**src/rtl/sio_pkg.sv**
```systemverilog
`timescale 1ns/1ps
package sio_pkg;
   // control register bit positions (software visible)
   localparam int CB_EN   = 0;
   localparam int CB_SLV  = 1;
   localparam int CB_GO   = 2;
   localparam int CB_POL  = 3;
   localparam int CB_DONE = 4;
   localparam int CB_WCOL = 5;
   localparam int CB_OVR  = 6;
   localparam int CB_USED = 7;

   // shared pin indices
   localparam int PIN_SCK = 0;
   localparam int PIN_SDI = 1;
   localparam int PIN_SDO = 2;
   localparam int NPINS   = 3;

   typedef struct packed {
      logic pol;
      logic slv;
      logic en;
   } sio_mode_t;
endpackage

```
**src/rtl/sio_regs.sv**
```systemverilog
`timescale 1ns/1ps
module sio_regs
   import sio_pkg::*;
#(
   parameter int DATA_W = 8
) (
   input  logic              clk,
   input  logic              rst_n,
   input  logic              wr_en,
   input  logic              rd_en,
   input  logic              addr,
   input  logic [DATA_W-1:0] wdata,
   input  logic              done_pulse,
   input  logic [DATA_W-1:0] rx_byte,
   output logic [DATA_W-1:0] rdata,
   output logic [DATA_W-1:0] load_data,
   output sio_mode_t         mode,
   output logic              busy,
   output logic              load_pulse,
   output logic              start_pulse
);
   generate
      if (DATA_W < CB_USED) begin : g_bad_width
         $error("sio_regs: DATA_W must hold all control bits");
      end
   endgenerate

   logic              wr_ctrl, wr_data, rd_data;
   logic              done_q, wcol_q, ovr_q, rx_full;
   logic [DATA_W-1:0] rx_hold;
   logic [DATA_W-1:0] ctrl_img;

   assign wr_ctrl = wr_en & ~addr;
   assign wr_data = wr_en &  addr;
   assign rd_data = rd_en &  addr;

   // start is legal only when already enabled and idle
   assign start_pulse = wr_ctrl & mode.en & wdata[CB_EN] & wdata[CB_GO] & ~busy;
   assign load_pulse  = wr_data & ~busy;
   assign load_data   = wdata;

   always_ff @(posedge clk or negedge rst_n) begin
      if (!rst_n) begin
         mode    <= '0;
         busy    <= 1'b0;
         done_q  <= 1'b0;
         wcol_q  <= 1'b0;
         ovr_q   <= 1'b0;
         rx_full <= 1'b0;
         rx_hold <= '0;
      end else begin
         if (wr_ctrl) begin
            mode.en  <= wdata[CB_EN];
            mode.slv <= wdata[CB_SLV];
            mode.pol <= wdata[CB_POL];
         end

         if (done_pulse)        busy <= 1'b0;
         else if (start_pulse)  busy <= 1'b1;
         else if (!mode.en)     busy <= 1'b0;

         if (start_pulse)                       done_q <= 1'b0;
         else if (done_pulse)                   done_q <= 1'b1;
         else if (wr_ctrl && wdata[CB_DONE])    done_q <= 1'b0;

         if (wr_data && busy)                   wcol_q <= 1'b1;
         else if (wr_ctrl && wdata[CB_WCOL])    wcol_q <= 1'b0;

         if (done_pulse && rx_full)             ovr_q <= 1'b1;
         else if (wr_ctrl && wdata[CB_OVR])     ovr_q <= 1'b0;

         if (done_pulse)        rx_full <= 1'b1;
         else if (rd_data)      rx_full <= 1'b0;

         if (done_pulse)        rx_hold <= rx_byte;
      end
   end

   always_comb begin
      ctrl_img          = '0;
      ctrl_img[CB_EN]   = mode.en;
      ctrl_img[CB_SLV]  = mode.slv;
      ctrl_img[CB_GO]   = busy;
      ctrl_img[CB_POL]  = mode.pol;
      ctrl_img[CB_DONE] = done_q;
      ctrl_img[CB_WCOL] = wcol_q;
      ctrl_img[CB_OVR]  = ovr_q;
   end

   assign rdata = addr ? rx_hold : ctrl_img;

   AST_DONE_WHILE_BUSY: assert property (@(posedge clk) disable iff (!rst_n)
      done_pulse |-> busy);
   AST_NO_START_FROM_OFF: assert property (@(posedge clk) disable iff (!rst_n)
      (!mode.en && !busy) |=> !busy);
   AST_WCOL_SET: assert property (@(posedge clk) disable iff (!rst_n)
      (wr_data && busy) |=> wcol_q);
   AST_OVR_SET: assert property (@(posedge clk) disable iff (!rst_n)
      (done_pulse && rx_full) |=> ovr_q);
   AST_HOLD_STABLE: assert property (@(posedge clk) disable iff (!rst_n)
      !done_pulse |=> $stable(rx_hold));
endmodule

```
**src/rtl/sio_clkgen.sv**
```systemverilog
`timescale 1ns/1ps
module sio_clkgen #(
   parameter int DIV         = 4,
   parameter int SYNC_STAGES = 2
) (
   input  logic clk,
   input  logic rst_n,
   input  logic busy,
   input  logic slv,
   input  logic pol,
   input  logic sck_in,
   input  logic sdi,
   output logic sck_out,
   output logic lead,
   output logic trail,
   output logic sdi_smp
);
   localparam int HALF = DIV / 2;

   generate
      if (DIV < 2 || (DIV % 2) != 0) begin : g_bad_div
         $error("sio_clkgen: DIV must be even and at least 2");
      end
      if (SYNC_STAGES < 1) begin : g_bad_sync
         $error("sio_clkgen: SYNC_STAGES must be at least 1");
      end
   endgenerate

   logic tick, sck_lvl, m_act;
   assign m_act = busy & ~slv;

   // master divider: one tick per half period
   generate
      if (HALF == 1) begin : g_nodiv
         assign tick = 1'b1;
      end else begin : g_div
         localparam int CW = $clog2(HALF);
         localparam logic [CW-1:0] TOP = CW'(HALF - 1);
         logic [CW-1:0] cnt;
         always_ff @(posedge clk or negedge rst_n) begin
            if (!rst_n)           cnt <= '0;
            else if (!m_act)      cnt <= '0;
            else if (cnt == TOP)  cnt <= '0;
            else                  cnt <= cnt + 1'b1;
         end
         assign tick = (cnt == TOP);
      end
   endgenerate

   always_ff @(posedge clk or negedge rst_n) begin
      if (!rst_n)       sck_lvl <= 1'b0;
      else if (!m_act)  sck_lvl <= pol;
      else if (tick)    sck_lvl <= ~sck_lvl;
   end

   logic m_lead, m_trail;
   assign m_lead  = m_act & tick & (sck_lvl == pol);
   assign m_trail = m_act & tick & (sck_lvl != pol);

   // slave path: synchronise clock and data together
   logic [SYNC_STAGES-1:0] sck_sy, sdi_sy;
   generate
      if (SYNC_STAGES == 1) begin : g_sync1
         always_ff @(posedge clk or negedge rst_n) begin
            if (!rst_n) begin
               sck_sy <= '0;
               sdi_sy <= '0;
            end else begin
               sck_sy <= sck_in;
               sdi_sy <= sdi;
            end
         end
      end else begin : g_syncn
         always_ff @(posedge clk or negedge rst_n) begin
            if (!rst_n) begin
               sck_sy <= '0;
               sdi_sy <= '0;
            end else begin
               sck_sy <= {sck_sy[SYNC_STAGES-2:0], sck_in};
               sdi_sy <= {sdi_sy[SYNC_STAGES-2:0], sdi};
            end
         end
      end
   endgenerate

   logic s_now, s_prev, s_act, s_lead, s_trail;
   assign s_now = sck_sy[SYNC_STAGES-1];
   assign s_act = busy & slv;

   always_ff @(posedge clk or negedge rst_n) begin
      if (!rst_n) s_prev <= 1'b0;
      else        s_prev <= s_now;
   end

   assign s_lead  = s_act & (s_prev == pol) & (s_now != pol);
   assign s_trail = s_act & (s_prev != pol) & (s_now == pol);

   assign lead    = slv ? s_lead  : m_lead;
   assign trail   = slv ? s_trail : m_trail;
   assign sdi_smp = slv ? sdi_sy[SYNC_STAGES-1] : sdi;
   assign sck_out = sck_lvl;

   AST_IDLE_LEVEL: assert property (@(posedge clk) disable iff (!rst_n)
      !m_act |=> (sck_out == $past(pol)));
   AST_EDGE_EXCL: assert property (@(posedge clk) disable iff (!rst_n)
      !(lead && trail));
endmodule

```
**src/rtl/sio_shift.sv**
```systemverilog
`timescale 1ns/1ps
module sio_shift #(
   parameter int DATA_W = 8
) (
   input  logic              clk,
   input  logic              rst_n,
   input  logic              load,
   input  logic [DATA_W-1:0] load_data,
   input  logic              start,
   input  logic              lead,
   input  logic              trail,
   input  logic              sdi_smp,
   output logic              sdo,
   output logic              done_pulse,
   output logic [DATA_W-1:0] rx_byte
);
   localparam int CNT_W = (DATA_W > 1) ? $clog2(DATA_W) : 1;
   localparam logic [CNT_W-1:0] LAST = CNT_W'(DATA_W - 1);

   generate
      if (DATA_W < 2) begin : g_bad_w
         $error("sio_shift: DATA_W must be at least 2");
      end
   endgenerate

   logic [DATA_W-1:0] sr;
   logic [CNT_W-1:0]  bitcnt;
   logic              smp;

   always_ff @(posedge clk or negedge rst_n) begin
      if (!rst_n) begin
         sr     <= '0;
         bitcnt <= '0;
         smp    <= 1'b0;
      end else begin
         if (start)      bitcnt <= '0;
         else if (trail) bitcnt <= bitcnt + 1'b1;

         if (lead) smp <= sdi_smp;

         if (load)       sr <= load_data;
         else if (trail) sr <= {sr[DATA_W-2:0], smp};
      end
   end

   assign sdo        = sr[DATA_W-1];
   assign done_pulse = trail & (bitcnt == LAST);
   assign rx_byte    = {sr[DATA_W-2:0], smp};

   AST_SHIFT_ONLY_ON_TRAIL: assert property (@(posedge clk) disable iff (!rst_n)
      (!trail && !load) |=> $stable(sr));
endmodule

```
**src/rtl/sio_pinmux.sv**
```systemverilog
`timescale 1ns/1ps
module sio_pinmux
   import sio_pkg::*;
(
   input  sio_mode_t        mode,
   input  logic [NPINS-1:0] dir_reg,
   output logic [NPINS-1:0] pin_oe
);
   always_comb begin
      pin_oe = dir_reg;
      if (mode.en) begin
         pin_oe[PIN_SCK] = ~mode.slv;
         pin_oe[PIN_SDO] = 1'b1;
         pin_oe[PIN_SDI] = dir_reg[PIN_SDI];
      end
   end
endmodule

```
**src/rtl/sio_port.sv**
```systemverilog
`timescale 1ns/1ps
module sio_port
   import sio_pkg::*;
#(
   parameter int DATA_W      = 8,
   parameter int DIV         = 4,
   parameter int SYNC_STAGES = 2
) (
   input  logic              clk,
   input  logic              rst_n,
   input  logic              wr_en,
   input  logic              rd_en,
   input  logic              addr,
   input  logic [DATA_W-1:0] wdata,
   output logic [DATA_W-1:0] rdata,
   input  logic [2:0]        dir_reg,
   output logic [2:0]        pin_oe,
   input  logic              sck_in,
   output logic              sck_out,
   input  logic              sdi,
   output logic              sdo
);
   sio_mode_t         mode;
   logic              busy, load_pulse, start_pulse, done_pulse;
   logic              lead, trail, sdi_smp;
   logic [DATA_W-1:0] load_data, rx_byte;

   sio_regs #(.DATA_W(DATA_W)) regs_i (
      .clk(clk), .rst_n(rst_n), .wr_en(wr_en), .rd_en(rd_en), .addr(addr),
      .wdata(wdata), .done_pulse(done_pulse), .rx_byte(rx_byte),
      .rdata(rdata), .load_data(load_data), .mode(mode), .busy(busy),
      .load_pulse(load_pulse), .start_pulse(start_pulse)
   );

   sio_clkgen #(.DIV(DIV), .SYNC_STAGES(SYNC_STAGES)) clkgen_i (
      .clk(clk), .rst_n(rst_n), .busy(busy), .slv(mode.slv), .pol(mode.pol),
      .sck_in(sck_in), .sdi(sdi), .sck_out(sck_out), .lead(lead),
      .trail(trail), .sdi_smp(sdi_smp)
   );

   sio_shift #(.DATA_W(DATA_W)) shift_i (
      .clk(clk), .rst_n(rst_n), .load(load_pulse), .load_data(load_data),
      .start(start_pulse), .lead(lead), .trail(trail), .sdi_smp(sdi_smp),
      .sdo(sdo), .done_pulse(done_pulse), .rx_byte(rx_byte)
   );

   sio_pinmux pinmux_i (
      .mode(mode), .dir_reg(dir_reg), .pin_oe(pin_oe)
   );
endmodule

```
**config.mk**
```make
export PLATFORM = sky130hd
export DESIGN_NAME = sio_port
export DESIGN_NICKNAME = d
export VERILOG_FILES = /design/src/rtl/sio_pkg.sv /design/src/rtl/sio_regs.sv /design/src/rtl/sio_clkgen.sv /design/src/rtl/sio_shift.sv /design/src/rtl/sio_pinmux.sv /design/src/rtl/sio_port.sv
export SDC_FILE = /design/constraint.sdc
export NUM_CORES = 1
export LEC_CHECK = 0
export BUFFER_PORTS_ARGS = -buffer_cell sky130_fd_sc_hd__buf_2
export CAP_MARGIN = 40
export CORE_MARGIN = 10
export CORE_UTILIZATION = 49
export CTS_CLUSTER_DIAMETER = 150
export DETAILED_ROUTE_END_ITERATION = 16
export PLACE_DENSITY = 0.86
export SYNTH_ARGS = -nofsm -noshare
export SYNTH_HDL_FRONTEND = slang
export SYNTH_SLANG_ARGS = --single-unit
```
**constraint.sdc**
```tcl
create_clock -name clk -period 1.63 [get_ports clk]
set_input_delay 0.326 -clock clk [delete_from_list [all_inputs] [get_ports clk]]
set_output_delay 0.326 -clock clk [all_outputs]
set_load 0.01 [all_outputs]
```
# Word-level counts from Yosys, hierarchy flattened
# Index checks and enable logic that the tools add are counted.
# word_totals
out_inout_bits	13
word_cells	86
regBits	35
# op_classes
n_reduce_logical	11
n_mux	25
eq_ne	9
add_sub_neg	2
n_bitwise	22
# op_table
cell	n
8-bit two-way mux	3
1-bit two-way mux	19
1-bit bitwise AND	18
2-bit nonzero test	5
3-bit two-way mux	3
1-bit logical AND	5
1-bit NOT	4
3-bit by 1-bit adder with 3-bit output, second input constant	1
1-bit equality test	3
3-bit equality test, second input constant	1
1-bit != test	3
3-bit by 2-bit != test with 1-bit output, second input constant	1
3-bit nonzero test	1
2-bit != test, second input constant	1
1-bit adder, second input constant	1

# Depth between registers and ports, before layout
# logic_depth
ltp_word	8
depth_mapped	6

# Cells and area by module
# From an unflattened synthesis, not the netlist that was laid out.
# hier_totals
cells_unflattened	140
hier_area_um2	1665.3
# by_module_without_submodules
mod	cells_each	area_each_um2	instances	seq_area_each_um2
sio_regs	62	790.8	1	400.4
sio_shift	49	558.0	1	300.3
sio_clkgen	25	289.0	1	175.2
sio_pinmux	4	27.5	1	0.0

# Worst setup path after synthesis
# OpenSTA, ideal clock, no wires.
# synth_path
path_type	flip-flop to flip-flop
from	register, netlist name regs_i.mode[2]
to	register regs_i.rx_hold[0]
n_path_buf	2
path_slack_ps	-40
setup_ps	125
period_less_slack_ps	1670
arrival_ps	1545
stages_incl_launch_ff	7
path_cell_list	dfrtp_1 buf_6 or3b_1 a21oi_2 o21ai_2 buf_6 mux2_4
# synth_between
elab_chain_cells	5
# synth_lines
element	line	text
1-bit != test	sio_clkgen.sv:96	assign s_trail = s_act & (s_prev != pol) & (s_now == pol);
1-bit bitwise AND (2 in series)	sio_clkgen.sv:96	
1-bit two-way mux *	sio_clkgen.sv:99	assign trail = slv ? s_trail : m_trail;
1-bit bitwise AND *	sio_shift.sv:47	assign done_pulse = trail & (bitcnt == LAST);
end signal: assignment	sio_regs.sv:75	if (done_pulse) rx_hold <= rx_byte;
end: declaration	sio_regs.sv:30	logic [DATA_W-1:0] rx_hold;
# Every way passes the cells marked *; elsewhere a longest branch is shown, timed or not.
# A chain may end at the register's enable or synchronous reset.

# Worst setup path after layout
# layout_path
from	register, netlist name regs_i.mode[2]
to	register shift_i.sr[2]
# layout_between
elab_chain_cells	5
# layout_lines
element	line	text
1-bit != test	sio_clkgen.sv:96	
1-bit bitwise AND (2 in series)	sio_clkgen.sv:96	
1-bit two-way mux *	sio_clkgen.sv:99	
2-bit nonzero test (no source line) *	--	
end signal: assignment	sio_shift.sv:41	if (load) sr <= load_data;
end signal: assignment	sio_shift.sv:42	else if (trail) sr <= {sr[DATA_W-2:0], smp};
end: declaration	sio_shift.sv:26	logic [DATA_W-1:0] sr;
# Marks and branches as above.

==> summary.txt <==
Setup path
  – WP data required: between 1500 and 2000 ps
  – Worst-path maximum fanout: 8
  – Reg2reg setup slack: -70 ps
  – Peak per-stage delay on the critical path: around 430 ps
  – Signal arrival time at the worst endpoint: just under 2000 ps
  – Reg-to-reg startpoint: regs_i.mode[2]
  – Crit path launch type: flop
  – Critical path type: flop to flop
  – Most used cell, CP: buf_6
  – CP endpoint kind: flop
  – Worst setup startpoint: regs_i.mode[2]
  – Crit-path slowest cell: dfrtp_1
  – Crit-path cells: buf_6 -> nand3b_1 -> a21oi_4 -> buf_6 -> or2_4 -> buf_6 -> a221o_1

Timing
  – RSZ-0062 raised after global routing: yes
  – Worst-Margin Slew: approximately 370 ps
  – Layout Skew: roughly 18 ps
  – Tcrit/Tclk final: 104.1%
  – Min Tclk post-route: ~1700 ps
  – # setup viols final: 20
  – Fmax: about 0.59 GHz
  – Worst relative slew slack: 75.01%
  – Final Hold Viols: 0
  – Fin. max-slew vios: 0
  – Final worst setup slack: -66.02 ps

Placed design
  – Hpwl dp: about 2.8 mm
  – Port bufs: 28
  – RD Place Congestion: around 0.81

Global route
  – GRT Overall Usage: a little over an eighth
  – Largest net degree at the start of global routing: 21
  – Vias in the first global route: about 1300
  – GRT overflow: 0
  – Initial antenna violation count: 0
  – First-pass GRT wire length: between 6 and 7 mm

Synthesis
  – Yosys top cell area share: between 50 and 60%
  – Synth warnings: 0
  – Syn Nets: roughly 150
  – Synthesized cell area: 0.001649 mm²
  – Mapped Cells: roughly 130
  – Sequential area share after synthesis: about 53%
  – Synth cell types: 34
  – Mean Syn Cell Area: approximately 13 µm²
  – #FFs+latches synth: 35
  – Synth top area cells: dfrtp_1 (53%), mux2_2 (8.2%), mux2_4 (6.4%), a221o_1 (4.9%), nor4b_1 (4.2%)
  – Area leader, netlist: dfrtp_1

Floorplan
  – Core area: about 0.0033 mm²
  – Die Width: between 70 and 80 µm
  – IO Pins: 31
  – Chip height: about 78 µm
  – Initial core utilization: 50.21%
  – Die area: a little over 0.006 mm²
  – Rows: 21

Clock network
  – Clock H-tree levels: 2
  – Clk sinks: 35
  – Clock Latency Late Sink: roughly 350 ps
  – Root buffer cell: clkbuf_4
  – Total CTS buffers: 5
  – Max clock buf depth: 2
  – CTS tree: built
  – Reg clk slew, reported paths: around 110 ps

Route
  – Vias: around 1200
  – Total Routed Length: 3.953 mm
  – Post-route antenna net violation count: 0
  – Avg WL per Cell: 17.41 µm
  – Iter 0 DRT Violations: 80
  – Drt pass-1 iters: 4
  – DRC Markers: 0
  – Vias/cell: approximately 5.5

Finish
  – Final Util: around two thirds
  – Fin nets: 200
  – N_diodes: 0
  – Area growth syn-to-layout: 32.85%
  – Layout cells sized above 1: between 40% and 50%

Power and ir drop
  – IR drop worst, VDD: roughly 630 µV
  – Pwr Total: around 2.1 mW
  – Pwr/cell area: ~960 mW/mm²
  – Static Leakage: between 1 and 1.5 nW

Worst hold path
  – Hold path startpoint: sck_in
  – Hold crit path type: input pin to flop

Outcome
  – Status: finished, violations left
  – Failing checks: negative setup slack

Run
  – Max Cap Violations: 0
==> per-stage QoR <==
| stage | instance area, µm² | TNS (ps) | instances | worst slack (ps) | hold slack (ps) |
|---|---|---|---|---|---|
| 3_5_place_dp | 1942 | -1047 | 215 | -118.8 | 263.0 |
| 5_1_grt | 2191 | -2474 | 227 | -149.2 | 59.93 |
| 6_report | 2191 | -818.4 | 227 | -66.02 | 87.25 |
| 2_1_floorplan | 1653 | -90.96 | 131 | -12.99 | 30.41 |
| 3_3_place_gp | 1942 | -144.5 | 215 | -24.51 | 254.5 |
| 4_1_cts | 2150 | -658.4 | 227 | -52.22 | 70.90 |
==> where the power goes <==
group / total [mW] / internal, mW / switching, mW
Combinational: 0.390 / 0.219 / 0.170
Sequential: 1.05 / 0.962 / 0.0840
Clock: 0.662 / 0.362 / 0.299
Total: 2.10 / 1.54 / 0.554
==> cells by family after synthesis <==
| family | Yosys count | share of synthesized area, % |
|---|---|---|
| fa+ha+maj | 2 | 1.517 |
| flops | 35 | 53.11 |
| mux | 21 | 15.78 |
| simple gates | 37 | 13.58 |
| xor+xnor | 2 | 1.062 |
| compound gates | 23 | 10.85 |
| buf+inv | 11 | 4.097 |
==> cells in the mapped netlist (all sizes together) <==
cell type  number
a21boi          2
a21o            1
a21oi           4
a221o           8
a32o            1
and2            2
and3b           1
buf             6
clkbuf          3
dfrtp          35
ha              2
inv             2
mux2           19
mux2i           2
nand2          13
nand2b          1
nand3b          1
nand4           1
nor2            3
nor2b           3
nor3b           1
nor4b           8
o21ai           6
o32ai           1
or2             2
or3b            1
xnor2           1
xor2            1
==> sequential cells by signal, indices dropped and copies added, names as in the netlist <==
| signal | cells |
|---|---|
| regs_i.rx_hold | 8 |
| shift_i.sr | 8 |
| regs_i.mode | 3 |
| shift_i.bitcnt | 3 |
| clkgen_i.sck_sy | 2 |
| clkgen_i.sdi_sy | 2 |
| clkgen_i.g_div.cnt | 1 |
| clkgen_i.s_prev | 1 |
| clkgen_i.sck_out | 1 |
| regs_i.busy | 1 |
| regs_i.done_q | 1 |
| regs_i.ovr_q | 1 |
| regs_i.rx_full | 1 |
| regs_i.wcol_q | 1 |
| shift_i.smp | 1 |
==> worst max-delay path, delay by kind of cell (launching register included) <==
kind	cells	cell delay [ps]
and+or+nand+nor	2	370
AOI/OAI and AO/OA	2	390
buffers and inverters	3	410
DFF	1	430
==> layer usage <==
layer / up-vias / track usage [%] / wire length, µm
li1: 568 / - / -
met1: 637 / 15.81 / 1689
met2: 29 / 21.72 / 2007
met3: 7 / 4.214 / 192
met4: 0 / 5.197 / 63
met5: - / 0 / 0
==> area by class of cell <==
type / count / area [µm²]
clock buffers: 6 / 51.30
clock inverters: 2 / 35.03
fillers: 234 / 1094
inverters: 2 / 7.507
multi-input cells: 85 / 764.5
flip-flops and latches: 35 / 875.8
well taps: 46 / 57.56
repair buffers: 51 / 399.1
==> what timing repair did <==
item | CTS | global route
hold endpoints to repair | 15 | 0
endpoints found under the setup margin | 23 | 26
pin swaps | 13 | 2
buffers inserted | 3 | 0
gates resized for setup | 14 | 12
hold buffers | 1 | 0
==> placed cells by master, fill, tap and decap left out, drive strengths merged <==
master / netlist / routed
buf: 6 / 50
dfrtp: 35 / 35
mux2: 19 / 19
nand2: 13 / 13
a221o: 8 / 8
nor4b: 8 / 8
clkbuf: 3 / 6
o21ai: 6 / 6
a21oi: 4 / 4
nor2: 3 / 3
nor2b: 3 / 3
inv: 2 / 2
mux2i: 2 / 2
ha: 2 / 2
or2: 2 / 2
and2: 2 / 2
a21boi: 2 / 2
nand2b: 1 / 1
xor2: 1 / 1
nor3b: 1 / 1
nand3b: 1 / 1
or3b: 1 / 1
nand4: 1 / 1
xnor2: 1 / 1
and3b: 1 / 1
o32ai: 1 / 1
a32o: 1 / 1
a21o: 1 / 1
bufinv: 0 / 1
clkinv: 0 / 1
dlygate4sd3: 0 / 1
==> worst paths after layout <==
check / endpoint / cells after the start
max in group asynchronous: regs_i.mode[2] / 3
min in group asynchronous: regs_i.rx_hold[5] / 2
worst min register to register: clkgen_i.sdi_sy[1] / 0
worst max-delay path: shift_i.sr[2] / 7
worst min-delay path: clkgen_i.sck_sy[0] / 1
worst max register to register: shift_i.sr[2] / 7
Power figures use the tool's default switching activity.
